--- src/rtl/sar_adc_pkg.sv ---
// Shared definitions for the converter controller.
// Assumes a byte-wide register bus and a 10-bit result.
package sar_adc_pkg;
    localparam int RES_BITS = 10;
    localparam int BUS_W    = 8;

    localparam logic [1:0] ADDR_CTRL = 2'd0;
    localparam logic [1:0] ADDR_LO   = 2'd1;
    localparam logic [1:0] ADDR_HI   = 2'd2;

    localparam int FLAG_BIT = 4;

    typedef enum logic [1:0] {
        ST_IDLE,
        ST_SAMPLE,
        ST_TRIAL,
        ST_LATCH
    } sar_state_e;
endpackage

--- src/rtl/adc_tick_gen.sv ---
// Conversion-clock enable generator.
// Gives one tick per system cycle (fast) or one every second cycle (slow)
// while a conversion runs. The phase is reset on each start so that the
// cycle count is fixed. Assumes fast does not change mid-conversion.
module adc_tick_gen (
    input  logic clk,
    input  logic rst_n,
    input  logic start,
    input  logic busy,
    input  logic fast,
    output logic tick
);
    logic phase_q;

    // Divide-by-two phase, realigned on every start.
    always_ff @(posedge clk) begin
        if (!rst_n)      phase_q <= 1'b0;
        else if (start)  phase_q <= 1'b0;
        else if (busy)   phase_q <= ~phase_q;
    end

    // Enable qualified by mode and phase.
    always_comb tick = busy && !start && (fast || phase_q);


    slow_tick_spacing_chk: assert property (@(posedge clk) disable iff (!rst_n)
        (tick && !fast) |=> !tick);
endmodule

--- src/rtl/sar_engine.sv ---
// Bit-serial approximation sequencer.
// Sequence: SAMPLE_TICKS of sampling, then SETTLE_TICKS per bit from MSB to
// LSB, then LATCH_TICKS before the finish strobe. Advances only on tick.
// A trial bit is kept when cmp_in is 1 at the last settling tick.
module sar_engine #(
    parameter int RES_BITS     = 10,
    parameter int SAMPLE_TICKS = 8,
    parameter int SETTLE_TICKS = 5,
    parameter int LATCH_TICKS  = 3
) (
    input  logic                clk,
    input  logic                rst_n,
    input  logic                start,
    input  logic                tick,
    input  logic                cmp_in,
    output logic                busy,
    output logic                fin,
    output logic [RES_BITS-1:0] code
);
    import sar_adc_pkg::*;

    localparam int MAX_A   = (SAMPLE_TICKS > SETTLE_TICKS) ? SAMPLE_TICKS : SETTLE_TICKS;
    localparam int CNT_MAX = (MAX_A > LATCH_TICKS) ? MAX_A : LATCH_TICKS;
    localparam int CNT_W   = $clog2(CNT_MAX + 1);
    localparam int TOTAL   = SAMPLE_TICKS + RES_BITS * SETTLE_TICKS + LATCH_TICKS;
    localparam int TOT_W   = $clog2(TOTAL + 1) + 1;
    localparam logic [RES_BITS-1:0] MSB = {1'b1, {(RES_BITS-1){1'b0}}};

    sar_state_e          state_q;
    logic [CNT_W-1:0]    cnt_q;
    logic [RES_BITS-1:0] mask_q;
    logic [RES_BITS-1:0] code_q;
    logic [RES_BITS-1:0] kept;

    // Trial code after the comparator decision on the current bit.
    always_comb kept = cmp_in ? code_q : (code_q & ~mask_q);

    // Sequencer: phase, in-phase counter, trial mask and code.
    always_ff @(posedge clk) begin
        if (!rst_n) begin
            state_q <= ST_IDLE;
            cnt_q   <= '0;
            mask_q  <= '0;
            code_q  <= '0;
        end else if (start) begin
            state_q <= ST_SAMPLE;
            cnt_q   <= '0;
            mask_q  <= '0;
            code_q  <= '0;
        end else if (tick) begin
            case (state_q)
                ST_SAMPLE: begin
                    if (cnt_q == CNT_W'(SAMPLE_TICKS - 1)) begin
                        state_q <= ST_TRIAL;
                        cnt_q   <= '0;
                        mask_q  <= MSB;
                        code_q  <= MSB;
                    end else begin
                        cnt_q <= cnt_q + 1'b1;
                    end
                end
                ST_TRIAL: begin
                    if (cnt_q == CNT_W'(SETTLE_TICKS - 1)) begin
                        cnt_q <= '0;
                        if (mask_q[0]) begin
                            state_q <= ST_LATCH;
                            mask_q  <= '0;
                            code_q  <= kept;
                        end else begin
                            mask_q  <= mask_q >> 1;
                            code_q  <= kept | (mask_q >> 1);
                        end
                    end else begin
                        cnt_q <= cnt_q + 1'b1;
                    end
                end
                ST_LATCH: begin
                    if (cnt_q == CNT_W'(LATCH_TICKS - 1)) begin
                        state_q <= ST_IDLE;
                        cnt_q   <= '0;
                    end else begin
                        cnt_q <= cnt_q + 1'b1;
                    end
                end
                default: state_q <= ST_IDLE;
            endcase
        end
    end

    // Outputs: busy level, finish strobe, DAC code.
    always_comb begin
        busy = (state_q != ST_IDLE);
        fin  = tick && (state_q == ST_LATCH) && (cnt_q == CNT_W'(LATCH_TICKS - 1));
        code = code_q;
    end

    // Checker: ticks seen since the last start.
    logic [TOT_W-1:0] ticks_seen_q;
    always_ff @(posedge clk) begin
        if (!rst_n)     ticks_seen_q <= '0;
        else if (start) ticks_seen_q <= '0;
        else if (tick)  ticks_seen_q <= ticks_seen_q + 1'b1;
    end


    conv_length_chk: assert property (@(posedge clk) disable iff (!rst_n)
        fin |-> (ticks_seen_q == TOT_W'(TOTAL - 1)));

    trial_mask_onehot_chk: assert property (@(posedge clk) disable iff (!rst_n)
        $onehot0(mask_q));

    restart_from_msb_chk: assert property (@(posedge clk) disable iff (!rst_n)
        start |=> (code_q == '0 && state_q == ST_SAMPLE));
endmodule

--- src/rtl/sar_adc_ctrl.sv ---
// Converter controller top: control/status register, result register with
// two-step read ordering, interrupt request, and the tick generator and
// approximation engine. Assumes single-cycle bus strobes and combinational
// read data.
module sar_adc_ctrl (
    input  logic       clk,
    input  logic       rst_n,
    input  logic [1:0] bus_addr,
    input  logic       bus_wr,
    input  logic       bus_rd,
    input  logic [7:0] bus_wdata,
    output logic [7:0] bus_rdata,
    input  logic       irq_clr,
    output logic       irq,
    output logic [2:0] ch_sel,
    output logic [9:0] dac_code,
    input  logic       cmp_in
);
    import sar_adc_pkg::*;

    logic                ctrl_wr;
    logic                start;
    logic                tick;
    logic                busy;
    logic                fin;
    logic [RES_BITS-1:0] code;
    logic [2:0]          ch_q;
    logic                fast_q;
    logic                done_q;
    logic [RES_BITS-1:0] result_q;
    logic                hi_pend_q;
    logic                irq_q;
    logic                unused_wdata;

    // Bus decode for control writes and conversion start.
    always_comb begin
        ctrl_wr = bus_wr && (bus_addr == ADDR_CTRL);
        start   = ctrl_wr && !bus_wdata[FLAG_BIT];
    end
    assign unused_wdata = ^bus_wdata[7:5];

    adc_tick_gen u_tick (
        .clk   (clk),
        .rst_n (rst_n),
        .start (start),
        .busy  (busy),
        .fast  (fast_q),
        .tick  (tick)
    );

    sar_engine #(.RES_BITS(RES_BITS)) u_sar (
        .clk    (clk),
        .rst_n  (rst_n),
        .start  (start),
        .tick   (tick),
        .cmp_in (cmp_in),
        .busy   (busy),
        .fin    (fin),
        .code   (code)
    );

    // Control register: channel, clock select, completion flag.
    always_ff @(posedge clk) begin
        if (!rst_n) begin
            ch_q   <= '0;
            fast_q <= 1'b0;
            done_q <= 1'b1;
        end else begin
            if (fin) done_q <= 1'b1;
            if (ctrl_wr) begin
                ch_q   <= bus_wdata[2:0];
                fast_q <= bus_wdata[3];
                if (!bus_wdata[FLAG_BIT]) done_q <= 1'b0;
            end
        end
    end

    // Result register, loaded only at completion.
    always_ff @(posedge clk) begin
        if (!rst_n)   result_q <= '0;
        else if (fin) result_q <= code;
    end

    // Read-order flag: set by a high read, used and cleared by a low read.
    always_ff @(posedge clk) begin
        if (!rst_n)                              hi_pend_q <= 1'b0;
        else if (start)                          hi_pend_q <= 1'b0;
        else if (bus_rd && bus_addr == ADDR_HI)  hi_pend_q <= 1'b1;
        else if (bus_rd && bus_addr == ADDR_LO)  hi_pend_q <= 1'b0;
    end

    // Interrupt request: set on completion, held until cleared.
    always_ff @(posedge clk) begin
        if (!rst_n)       irq_q <= 1'b0;
        else if (fin)     irq_q <= 1'b1;
        else if (irq_clr) irq_q <= 1'b0;
    end

    // Read data multiplexer.
    always_comb begin
        case (bus_addr)
            ADDR_CTRL: bus_rdata = {3'b000, done_q, fast_q, ch_q};
            ADDR_LO:   bus_rdata = hi_pend_q ? result_q[7:0] : result_q[9:2];
            ADDR_HI:   bus_rdata = {6'b000000, result_q[9:8]};
            default:   bus_rdata = 8'h00;
        endcase
    end

    // Outputs.
    always_comb begin
        irq      = irq_q;
        ch_sel   = ch_q;
        dac_code = code;
    end


    start_clears_flag_chk: assert property (@(posedge clk) disable iff (!rst_n)
        start |=> !done_q);

    irq_on_finish_chk: assert property (@(posedge clk) disable iff (!rst_n)
        fin |=> irq_q);

    result_hold_chk: assert property (@(posedge clk) disable iff (!rst_n)
        !fin |=> $stable(result_q));

    no_start_on_one_chk: assert property (@(posedge clk) disable iff (!rst_n)
        (ctrl_wr && bus_wdata[FLAG_BIT] && !busy) |=> (done_q && !busy));

    start_drops_order_chk: assert property (@(posedge clk) disable iff (!rst_n)
        start |=> !hi_pend_q);
endmodule

--- config.mk ---
export PLATFORM = sky130hd
export DESIGN_NAME = sar_adc_ctrl
export DESIGN_NICKNAME = d
export VERILOG_FILES = /design/src/rtl/sar_adc_pkg.sv /design/src/rtl/adc_tick_gen.sv /design/src/rtl/sar_engine.sv /design/src/rtl/sar_adc_ctrl.sv
export SDC_FILE = /design/constraint.sdc
export NUM_CORES = 1
export LEC_CHECK = 0
export BUFFER_PORTS_ARGS = -buffer_cell sky130_fd_sc_hd__buf_2
export CAP_MARGIN = 20
export CORE_MARGIN = 5
export CORE_UTILIZATION = 60
export DETAILED_ROUTE_END_ITERATION = 8
export HOLD_SLACK_MARGIN = 0.06
export PLACE_DENSITY_LB_ADDON = 0.1
export SYNTH_ARGS = -nofsm -noshare
export SYNTH_HDL_FRONTEND = slang
export SYNTH_SLANG_ARGS = --single-unit
export TNS_END_PERCENT = 30
--- constraint.sdc ---
create_clock -name clk -period 4.55 [get_ports clk]
set_clock_uncertainty 0.1 [all_clocks]
set_input_delay 0.2275 -clock clk [delete_from_list [all_inputs] [get_ports clk]]
set_output_delay 0.2275 -clock clk [all_outputs]
set_load 0.02 [all_outputs]
==> flow_metrics.env, run 1 <==
export IMPL_status="finished clean"
export IMPL_slowest_delay_ns=0.57
export IMPL_syn_cell_area_sq_um=2286
export IMPL_start_kind="flop"
export IMPL_end_kind="flop"
export IMPL_cts_resized=0
export IMPL_yosys_mux_area_fraction_pct=10.95
export IMPL_detail_route_antenna_nets=0
export IMPL_core_rowCount=22
export IMPL_maxCapViolations=0
export IMPL_crit_buf_inv=1
export IMPL_synth_area_leader_cell="dfxtp_1"
export IMPL_power_density_nw_per_um2=294.3
export IMPL_antenna_found_initial=0
export IMPL_post_cts_buffers=0
export IMPL_synthSimpleGateAreaFrac_pct=19.27
export IMPL_io_pins=38
export IMPL_fp_dieH_microns=71.73
export IMPL_final_area_sq_um=2551
export IMPL_drtIter0Drc=105
export IMPL_synth_common_cells="dfxtp_1 (44), nor2_1 (28), mux2i_1 (25), inv_1 (23), o21ai_0 (17)"
export IMPL_crit_slowest_cell="ha_1"
export IMPL_finalSetupViolations=0
export IMPL_post_route_min_period_ns=2.616
export IMPL_cp_num_cells=6
export IMPL_ys_seq_area_share_pct=38.53
export IMPL_area_delta_synth_final_pct=11.60
export IMPL_hold_viol=0
export IMPL_hp_start="bus_wdata[3]"
export IMPL_place_area_sq_um=2430
export IMPL_yosysTopAreaCellShare_pct=38.53
export IMPL_fp_dieW_microns=71.73
export IMPL_crit_end="u_sar.mask_q[5]$_SDFFE_PP0P_"
export IMPL_cts_hold_fix_buffers=0
export IMPL_tightest_slew_ns=0.9571
export IMPL_grt_max_degree=21
export IMPL_clk_latency_ns=0.30
export IMPL_ir_drop_mv=0.2272
export IMPL_path_class="reg2reg"
export IMPL_grt_use_total_pct=19.35
export IMPL_grt_pass1_wl_microns=8017
export IMPL_first_pass_iters=4
export IMPL_diodes=0
export IMPL_cp_cell_sequence="inv_1 > ha_1 > nand4b_1 > nand2_1 > nand3_1 > o22ai_1"
export IMPL_fin_crit_sh_pct=57.49
export IMPL_clockRootBuffer="clkbuf_8"
export IMPL_worstRegToRegCells=6
export IMPL_grt_pass1_vias=1754
export IMPL_setup_tns_final_ns=0
export IMPL_synth_seq_cells=44
export IMPL_r2r_end="u_sar.mask_q[5]$_SDFFE_PP0P_"
export IMPL_hpwlAfterDp_microns=3519
export IMPL_clk_path_buf_depth=2
export IMPL_rsz0062_at_grt="false"
export IMPL_remaining_drc_errors=0
export IMPL_portBuffers=34
export IMPL_required_ns=4.66
export IMPL_postSynthAreaPerCell_sq_um=9.218
export IMPL_syn_inst=248
export IMPL_die_area_sq_um=5144
export IMPL_yosys_area_share_adder_pct=4.379
export IMPL_fmax_mhz=382.3
export IMPL_cp_top_family="simple AND/OR/NAND/NOR gates"
export IMPL_cp_arrival_ns=2.73
export IMPL_synth_async_reset_ratio_pct=0
export IMPL_relSlewSlack_pct=35.92
export IMPL_clock_sinks=44
export IMPL_cp_max_fo=20
export IMPL_grt_ovfl_total=0
export IMPL_hp_class="in2reg"
export IMPL_clkTransAtPathRegs_ns=0.08
export IMPL_ys_flop_type="dfxtp_1"
export IMPL_slew_viol_final=0
export IMPL_synthXorXnorAreaFrac_pct=0.3831
export IMPL_synth_edff_count=0
export IMPL_finalWeightedCongestion=0.7522
export IMPL_dr_total_vias=1876
export IMPL_start_util_pct=61.97
export IMPL_cts_made_buffers=5
export IMPL_core_area_sq_um=3689
export IMPL_synth_top_family_by_area="simple AND/OR/NAND/NOR gates"
export IMPL_syn_num_nets=272
export IMPL_synth_compound_gate_area_share_pct=18.45
export IMPL_yosysMostFrequentCell="dfxtp_1"
export IMPL_crit_start="u_sar.state_q[0]$_SDFFE_PN0P_"
export IMPL_nets=300
export IMPL_wirelength_microns=4853
export IMPL_yosys_warnings=0
export IMPL_wl_per_cell_microns=14.93
export IMPL_r2r_slack_ns=1.93
export IMPL_drive_gt1_share_pct=20.22
export IMPL_via_per_inst=5.772
export IMPL_yosysUniqueCellTypes=50
export IMPL_htreeDepth=2
export IMPL_synth_area_top_cells="dfxtp_1 (39%), mux2i_1 (11%), nor2_1 (4.6%), ha_1 (4.4%), inv_1 (3.8%)"
export IMPL_r2r_start="u_sar.state_q[0]$_SDFFE_PN0P_"
export IMPL_tritoncts="built"
export IMPL_p_leak_nw=0.9621
worst register-to-register path, stage by stage (launching register included):
cell and delay [ns]:
dfxtp_1 0.35, inv_1 0.11, ha_1 0.57, nand4b_1 0.20, nand2_1 0.36, nand3_1 0.51, o22ai_1 0.34
per-stage QoR:
step                      hold slack, ns  setup slack [ns]  instances  util [%]  power (mW)
final                            0.06592             1.934        325     69.17      0.7509
after global routing             0.07707             1.658        325     69.17      0.7784
after CTS                        0.06609             1.909        325     69.17      0.7577
after detailed placement          0.3709             1.928        317     65.88      0.4468
after global placement            0.3457             2.023        317     65.88      0.4457
after floorplan                   0.2587             2.596        248         -      0.4340
sequential cells by signal (all words and copies together) (netlist names), 2 cells and up:
signal / count
u_sar.cnt_q: 4
u_sar.mask_q: 10
ch_sel: 3
u_sar.state_q: 2
u_sar.code: 10
result_q: 10
cells in the final DEF (no fill, tap or decap), drive strengths merged, types with 3 or more instances in the layout:
master	instances
a211oi	5
a21oi	6
a311o	9
buf	35
clkbuf	6
dfxtp	44
ha	8
inv	23
mux2i	25
nand2	16
nand2b	3
nand4b	4
nor2	30
nor3	4
nor4b	3
o21ai	18
o22ai	10
layout make-up:
cell class / count / area (sq um)
fill: 322 / 1137
clock buffer: 6 / 82.58
tap: 48 / 60.06
clock inverter: 2 / 38.79
timing repair buffer: 35 / 177.7
multi-input combinational: 166 / 1221
sequential: 44 / 880.8
inverter: 24 / 90.09
worst min-delay path by stage:
stage	to	slack, ns	cells after the start
after CTS	fast_q$_SDFFE_PN0N_	0.07	3
after global routing	fast_q$_SDFFE_PN0N_	0.08	3
after floorplan	u_sar.state_q[0]$_SDFFE_PN0P_	0.26	1
final	fast_q$_SDFFE_PN0N_	0.07	3
after global placement	done_q$_SDFF_PN1_	0.35	1
after detailed placement	done_q$_SDFF_PN1_	0.37	1
cells by family after synthesis:
kind of cell | Yosys count
buffers and inverters | 38
adders and majority gates | 8
xor gates and xnor gates | 1
DFF | 44
AOI/OAI and AO/OA | 60
muxes | 25
and+or+nand+nor | 72
metal layers:
metal  wire length [microns]  GRT usage, %
met5                       0             0
met4                      73         5.428
met3                     298         5.610
met2                    2290         32.55
met1                    2191         24.01
power breakdown:
| group | total [mW] | leakage, nW | switching (mW) | internal [mW] |
|---|---|---|---|---|
| Clock | 0.313 | 0.0614 | 0.134 | 0.180 |
| Sequential | 0.392 | 0.355 | 0.00463 | 0.388 |
| Combinational | 0.0451 | 0.546 | 0.0286 | 0.0166 |
| Total | 0.751 | 0.962 | 0.167 | 0.584 |
(Power assumes the default switching activity.)
==> run 2, diff against run 1 <==
Settings changed: CORE_UTILIZATION 60 to 50.
Clock period 4.55 ns to 2.1 ns, I/O delays scaled along.
==> flow_metrics.env, run 2 (synthesized netlist as in run 1, its figures left out) <==
export IMPL_power_density_nw_per_um2=625.4
export IMPL_post_cts_buffers=0
export IMPL_hpwlAfterDp_microns=3697
export IMPL_cp_max_fo=12
export IMPL_tightest_slew_ns=0.9303
export IMPL_path_class="reg2reg"
export IMPL_clk_path_buf_depth=2
export IMPL_grt_pass1_wl_microns=8963
export IMPL_wirelength_microns=5149
export IMPL_drtIter0Drc=112
export IMPL_cts_made_buffers=5
export IMPL_hold_viol=0
export IMPL_antenna_found_initial=0
export IMPL_fin_crit_sh_pct=94.97
export IMPL_clock_sinks=44
export IMPL_area_delta_synth_final_pct=19.98
export IMPL_fmax_mhz=501.4
export IMPL_r2r_slack_ns=0.11
export IMPL_drive_gt1_share_pct=22.60
export IMPL_final_common_cell="dfxtp_1"
export IMPL_register_area_sq_um=882.1
export IMPL_clk_latency_ns=0.29
export IMPL_core_rowCount=24
export IMPL_grt_ovfl_total=0
export IMPL_remaining_drc_errors=0
export IMPL_r2r_end="result_q[0]$_SDFFE_PN0P_"
export IMPL_final_cell_mix="dfxtp_1 (43), buf_2 (34), nor2_1 (28)"
export IMPL_dr_total_vias=1896
export IMPL_end_kind="flop"
export IMPL_grt_use_total_pct=18.01
export IMPL_ir_drop_mv=0.3517
export IMPL_die_area_sq_um=6024
export IMPL_fp_dieH_microns=77.62
export IMPL_p_leak_nw=1.041
export IMPL_start_kind="flop"
export IMPL_relSlewSlack_pct=37.75
export IMPL_clkTransAtPathRegs_ns=0.08
export IMPL_place_area_sq_um=2527
export IMPL_start_util_pct=52.14
export IMPL_tritoncts="built"
export IMPL_slew_viol_final=0
export IMPL_maxCapViolations=0
export IMPL_portBuffers=34
export IMPL_cp_arrival_ns=2.08
export IMPL_finalSetupViolations=0
export IMPL_post_route_min_period_ns=1.994
export IMPL_wl_per_cell_microns=14.97
export IMPL_worstRegToRegCells=7
export IMPL_grt_max_degree=20
export IMPL_clockRootBuffer="clkbuf_8"
export IMPL_final_area_sq_um=2743
export IMPL_rsz0062_at_grt="false"
export IMPL_finalWeightedCongestion=0.7589
export IMPL_diodes=0
export IMPL_hp_class="in2reg"
export IMPL_via_per_inst=5.512
export IMPL_r2r_start="u_sar.cnt_q[0]$_SDFFE_PP0P_"
export IMPL_whs_path_depth=3
export IMPL_hold_end="done_q$_SDFF_PN1_"
export IMPL_first_pass_iters=4
export IMPL_setup_tns_final_ns=0
export IMPL_fill_cells=378
export IMPL_io_pins=38
export IMPL_status="finished clean"
export IMPL_multiInputGateArea_sq_um=1236
export IMPL_core_area_sq_um=4384
export IMPL_hp_start="bus_wdata[4]"
export IMPL_nets=316
export IMPL_htreeDepth=2
export IMPL_fp_dieW_microns=77.62
export IMPL_grt_pass1_vias=1845
export IMPL_whs_ns=0.1506
export IMPL_required_ns=2.18
export IMPL_detail_route_antenna_nets=0
==> run 2: cell count changes in the layout (fill, tap and decap cells not counted), sizes merged <==
cell | before | now
bufinv | 1 | 2
dlygate4sd3 | 0 | 7
clkinv | 2 | 1
clkbuf | 6 | 5
buf | 35 | 44
==> run 2: how the worst max path moves through the flow <==
stage	startpoint	end	slack [ns]	cells after the start
after floorplan	u_sar.state_q[0]$_SDFFE_PN0P_	u_sar.code[9]$_SDFFE_PP0P_	0.15	7
after global placement	u_sar.state_q[1]$_SDFFE_PP0P_	u_sar.code[0]$_SDFFE_PP0P_	0.1	8
after detailed placement	u_sar.state_q[1]$_SDFFE_PP0P_	u_sar.code[5]$_SDFFE_PP0P_	0.02	8
after CTS	u_sar.state_q[1]$_SDFFE_PP0P_	u_sar.code[5]$_SDFFE_PP0P_	0.02	8
after global routing	rst_n	u_sar.mask_q[8]$_SDFFE_PP0P_	0.005	6
final	u_sar.cnt_q[0]$_SDFFE_PP0P_	result_q[0]$_SDFFE_PN0P_	0.11	7
==> run 2: repair_timing <==
item                                    CTS  global route
hold endpoints to repair                  7             0
resized for setup                         0             5
pin swaps                                 1             1
hold buffers                              7             0
endpoints found under the setup margin    1            31
==> run 2: area by class of cell <==
class | instances | area share, %
clock inverters | 2 | 2.190
clock buffers | 5 | 2.509
multi-input cells | 166 | 45.07
well taps | 52 | 2.372
flip-flops and latches | 44 | 32.16
repair buffers | 51 | 12.41
inverters | 24 | 3.285
==> run 2: metal layers <==
metal	wire length, microns	track usage, %	vias to the layer above
met5	0	0	-
met4	99	6.701	0
met3	188	4.051	9
met2	2371	28.46	36
met1	2490	23.91	874
li1	-	-	977
==> run 2: power by group <==
group / switching (mW) / leakage [nW] / internal (mW)
Clock: 0.280 / 0.0642 / 0.468
Combinational: 0.0658 / 0.622 / 0.0504
Sequential: 0.0106 / 0.355 / 0.840
Total: 0.356 / 1.04 / 1.36
==> run 2: worst max-delay path: stages (launching register included) <==
cell	delay (ns)
dfxtp_1	0.36
inv_1	0.09
ha_1	0.18
or3b_4	0.42
nor4b_4	0.27
buf_12	0.19
mux2i_1	0.22
nor2_1	0.05
==> run 2: per-stage QoR <==
| stage | std cells | setup WS, ns | power [mW] | utilization [%] |
|---|---|---|---|---|
| after floorplan | 248 | 0.1465 | 0.9404 | - |
| after global placement | 330 | 0.09630 | 0.9738 | 57.65 |
| after detailed placement | 330 | 0.02222 | 0.9749 | 57.65 |
| after CTS | 344 | 0.02099 | 1.736 | 62.19 |
| after global routing | 344 | 0.004629 | 1.789 | 62.56 |
| final | 344 | 0.1056 | 1.715 | 62.56 |
==> run 3, diff against run 2 <==
Settings changed: ABC_AREA from default to 1.
==> flow_metrics.env, run 3 <==
export IMPL_diodes=0
export IMPL_crit_top_cell="dlygate4sd3_1"
export IMPL_end_kind="flop"
export IMPL_grt_use_met2_pct=28.87
export IMPL_synth_async_reset_ratio_pct=0
export IMPL_core_rowCount=24
export IMPL_nets=383
export IMPL_fin_ws_ns=0.1469
export IMPL_core_area_sq_um=4354
export IMPL_fp_dieH_microns=77.17
export IMPL_io_pins=38
export IMPL_fmax_mhz=512.0
export IMPL_syn_num_nets=341
export IMPL_met1_usage_pct=22.24
export IMPL_maxCapViolations=0
export IMPL_clk_path_buf_depth=2
export IMPL_grt_pass1_vias=2006
export IMPL_drtIter0Drc=111
export IMPL_portBuffers=34
export IMPL_first_pass_iters=4
export IMPL_r2r_start="u_sar.state_q[0]$_SDFFE_PN0P_"
export IMPL_clock_sinks=44
export IMPL_total_power_mw=1.497
export IMPL_hpwlAfterDp_microns=3674
export IMPL_ys_flop_type="dfxtp_1"
export IMPL_via_per_inst=5.143
export IMPL_clk_latency_ns=0.29
export IMPL_crit_start="rst_n"
export IMPL_ys_seq_area_share_pct=39.05
export IMPL_yosysUniqueCellTypes=30
export IMPL_grt_max_degree=22
export IMPL_syn_inst=317
export IMPL_hp_start="bus_wr"
export IMPL_dr_total_vias=2119
export IMPL_numPlacedInstances=396
export IMPL_synth_edff_count=0
export IMPL_syn_cell_area_sq_um=2256
export IMPL_drive_gt1_share_pct=17.22
export IMPL_fp_dieW_microns=77.17
export IMPL_power_density_nw_per_um2=567.2
export IMPL_grt_pass1_wl_microns=8914
export IMPL_synth_area_leader_cell="dfxtp_1"
export IMPL_finalWeightedCongestion=0.8585
export IMPL_tritoncts="built"
export IMPL_hold_viol=0
export IMPL_postSynthAreaPerCell_sq_um=7.116
export IMPL_cp_cell_sequence="dlygate4sd3_1 > buf_2 > nand2_1 > buf_4 > a21oi_1 > dlygate4sd3_1"
export IMPL_synth_common_cells="nand2_1 (54), dfxtp_1 (44), o21ai_0 (42), nor2_1 (41), a21oi_1 (31)"
export IMPL_remaining_drc_errors=0
export IMPL_clkTransAtPathRegs_ns=0.08
export IMPL_rsz0062_at_grt="false"
export IMPL_grtUsageMet3_pct=3.513
export IMPL_yosysMostFrequentCell="nand2_1"
export IMPL_post_place_ws_ns=0.2416
export IMPL_hp_class="in2reg"
export IMPL_post_route_min_period_ns=1.953
export IMPL_clockRootBuffer="clkbuf_8"
export IMPL_wirelength_microns=5069
export IMPL_start_util_pct=51.81
export IMPL_cp_arrival_ns=2.04
export IMPL_antenna_found_initial=0
export IMPL_relSlewSlack_pct=75.15
export IMPL_ir_drop_mv=0.3513
export IMPL_fill_cells=441
export IMPL_fin_crit_sh_pct=93.00
export IMPL_htreeDepth=2
export IMPL_cts_made_buffers=5
export IMPL_crit_slowest_cell="dlygate4sd3_1"
export IMPL_finalSetupViolations=0
export IMPL_final_common_cell="nand2_1"
export IMPL_wl_per_cell_microns=12.30
export IMPL_grt_ovfl_total=0
export IMPL_status="finished clean"
export IMPL_area_delta_synth_final_pct=17.03
export IMPL_slew_viol_final=0
export IMPL_p_leak_nw=1.099
export IMPL_synth_seq_cells=44
export IMPL_grt_use_total_pct=17.51
export IMPL_die_area_sq_um=5955
export IMPL_detail_route_antenna_nets=0
export IMPL_tightest_slew_ns=0.3714
export IMPL_yosysTopAreaCellShare_pct=39.05
export IMPL_top_usage_layer="met2"
export IMPL_path_class="in2reg"
export IMPL_setup_tns_final_ns=0
export IMPL_final_cell_mix="nand2_1 (54), dfxtp_1 (44), o21ai_0 (42)"
export IMPL_cp_max_fo=21
export IMPL_fin_cells=412
export IMPL_slowest_delay_ns=0.56
export IMPL_yosys_warnings=0
export IMPL_start_kind="input port"
export IMPL_required_ns=2.18
export IMPL_synth_area_top_cells="dfxtp_1 (39%), o21ai_0 (9.3%), nand2_1 (9.0%), a21oi_1 (6.9%), nor2_1 (6.8%)"
run 3: cell count changes in the layout (fill, tap and decap cells not counted), moves of 10 or more:
cell | before | now
nand2_1 | 15 | 54
o21ai_0 | 16 | 42
a21oi_1 | 6 | 31
mux2i_1 | 25 | 0
nand4_1 | 0 | 19
nor2_1 | 28 | 41
nand3_1 | 2 | 14
o22ai_1 | 10 | 0
run 3: kinds of logic (layout without fill, tap and decap cells):
logic type / count (synthesis) / in the layout / synth area share, %
buffers and inverters: 45 / 88 / 8.485
adders and majority gates: 8 / 8 / 4.437
and+or+nand+nor: 138 / 138 / 28.67
xor gates and xnor gates: 2 / 2 / 0.7766
DFF: 44 / 44 / 39.05
AOI/OAI and AO/OA: 80 / 80 / 18.58
run 3: stage by stage:
stage               utilization (%)  hold WS [ns]  instance area [sq um]
floorplan                         -        0.1365                   2256
global placement              56.64        0.2546                   2466
detailed placement            56.64        0.2585                   2466
CTS                           60.63       0.07318                   2640
global route                  60.63        0.1217                   2640
finish                        60.63       0.08384                   2640
run 3: final timing paths:
path | end | slack (ns) | depth (start not counted)
hold reg to reg | irq$_SDFFE_PN0P_ | 0.36 | 2
setup reg to reg | u_sar.cnt_q[2]$_SDFFE_PP0P_ | 0.21 | 8
hold / removal | done_q$_SDFF_PN1_ | 0.08 | 4
setup / recovery | hi_pend_q$_SDFFE_PP0P_ | 0.15 | 6
run 3: layer usage:
| metal | vias to the layer above | share of wire (%) | wire length, microns |
|---|---|---|---|
| met3 | 7 | 4.1 | 210 |
| met1 | 939 | 48 | 2449 |
| li1 | 1136 | - | - |
| met4 | 0 | 1.8 | 90 |
| met2 | 37 | 46 | 2318 |
| met5 | - | 0 | 0 |
run 3: power breakdown:
| part | total (mW) | switching, mW | leakage [nW] | internal [mW] |
|---|---|---|---|---|
| Clock | 0.550 | 0.282 | 0.0445 | 0.267 |
| Combinational | 0.101 | 0.0616 | 0.700 | 0.0391 |
| Sequential | 0.847 | 0.00645 | 0.355 | 0.841 |
run 3: worst max-delay path: cells and delay by family:
kind | cells | cell delay, ns
AOI/OAI and AO/OA | 1 | 0.07
buffers and inverters | 4 | 1.61
and+or+nand+nor | 1 | 0.25
run 3: what timing repair did:
action | in CTS | in global routing
buffers inserted | 0 | 0
hold endpoints to repair | 7 | 0
gates resized for setup | 0 | 0
hold buffers | 8 | 0
run 3: cell type report:
cell class	count	area [sq um]	area share, %
repair buffers	48	295.3	11.18
multi-input cells	228	1184	44.83
flip-flops and latches	44	880.8	33.36
clock buffers	7	86.33	3.270
inverters	32	121.4	4.597
well taps	52	65.06	2.464
clock inverters	1	7.507	0.2844
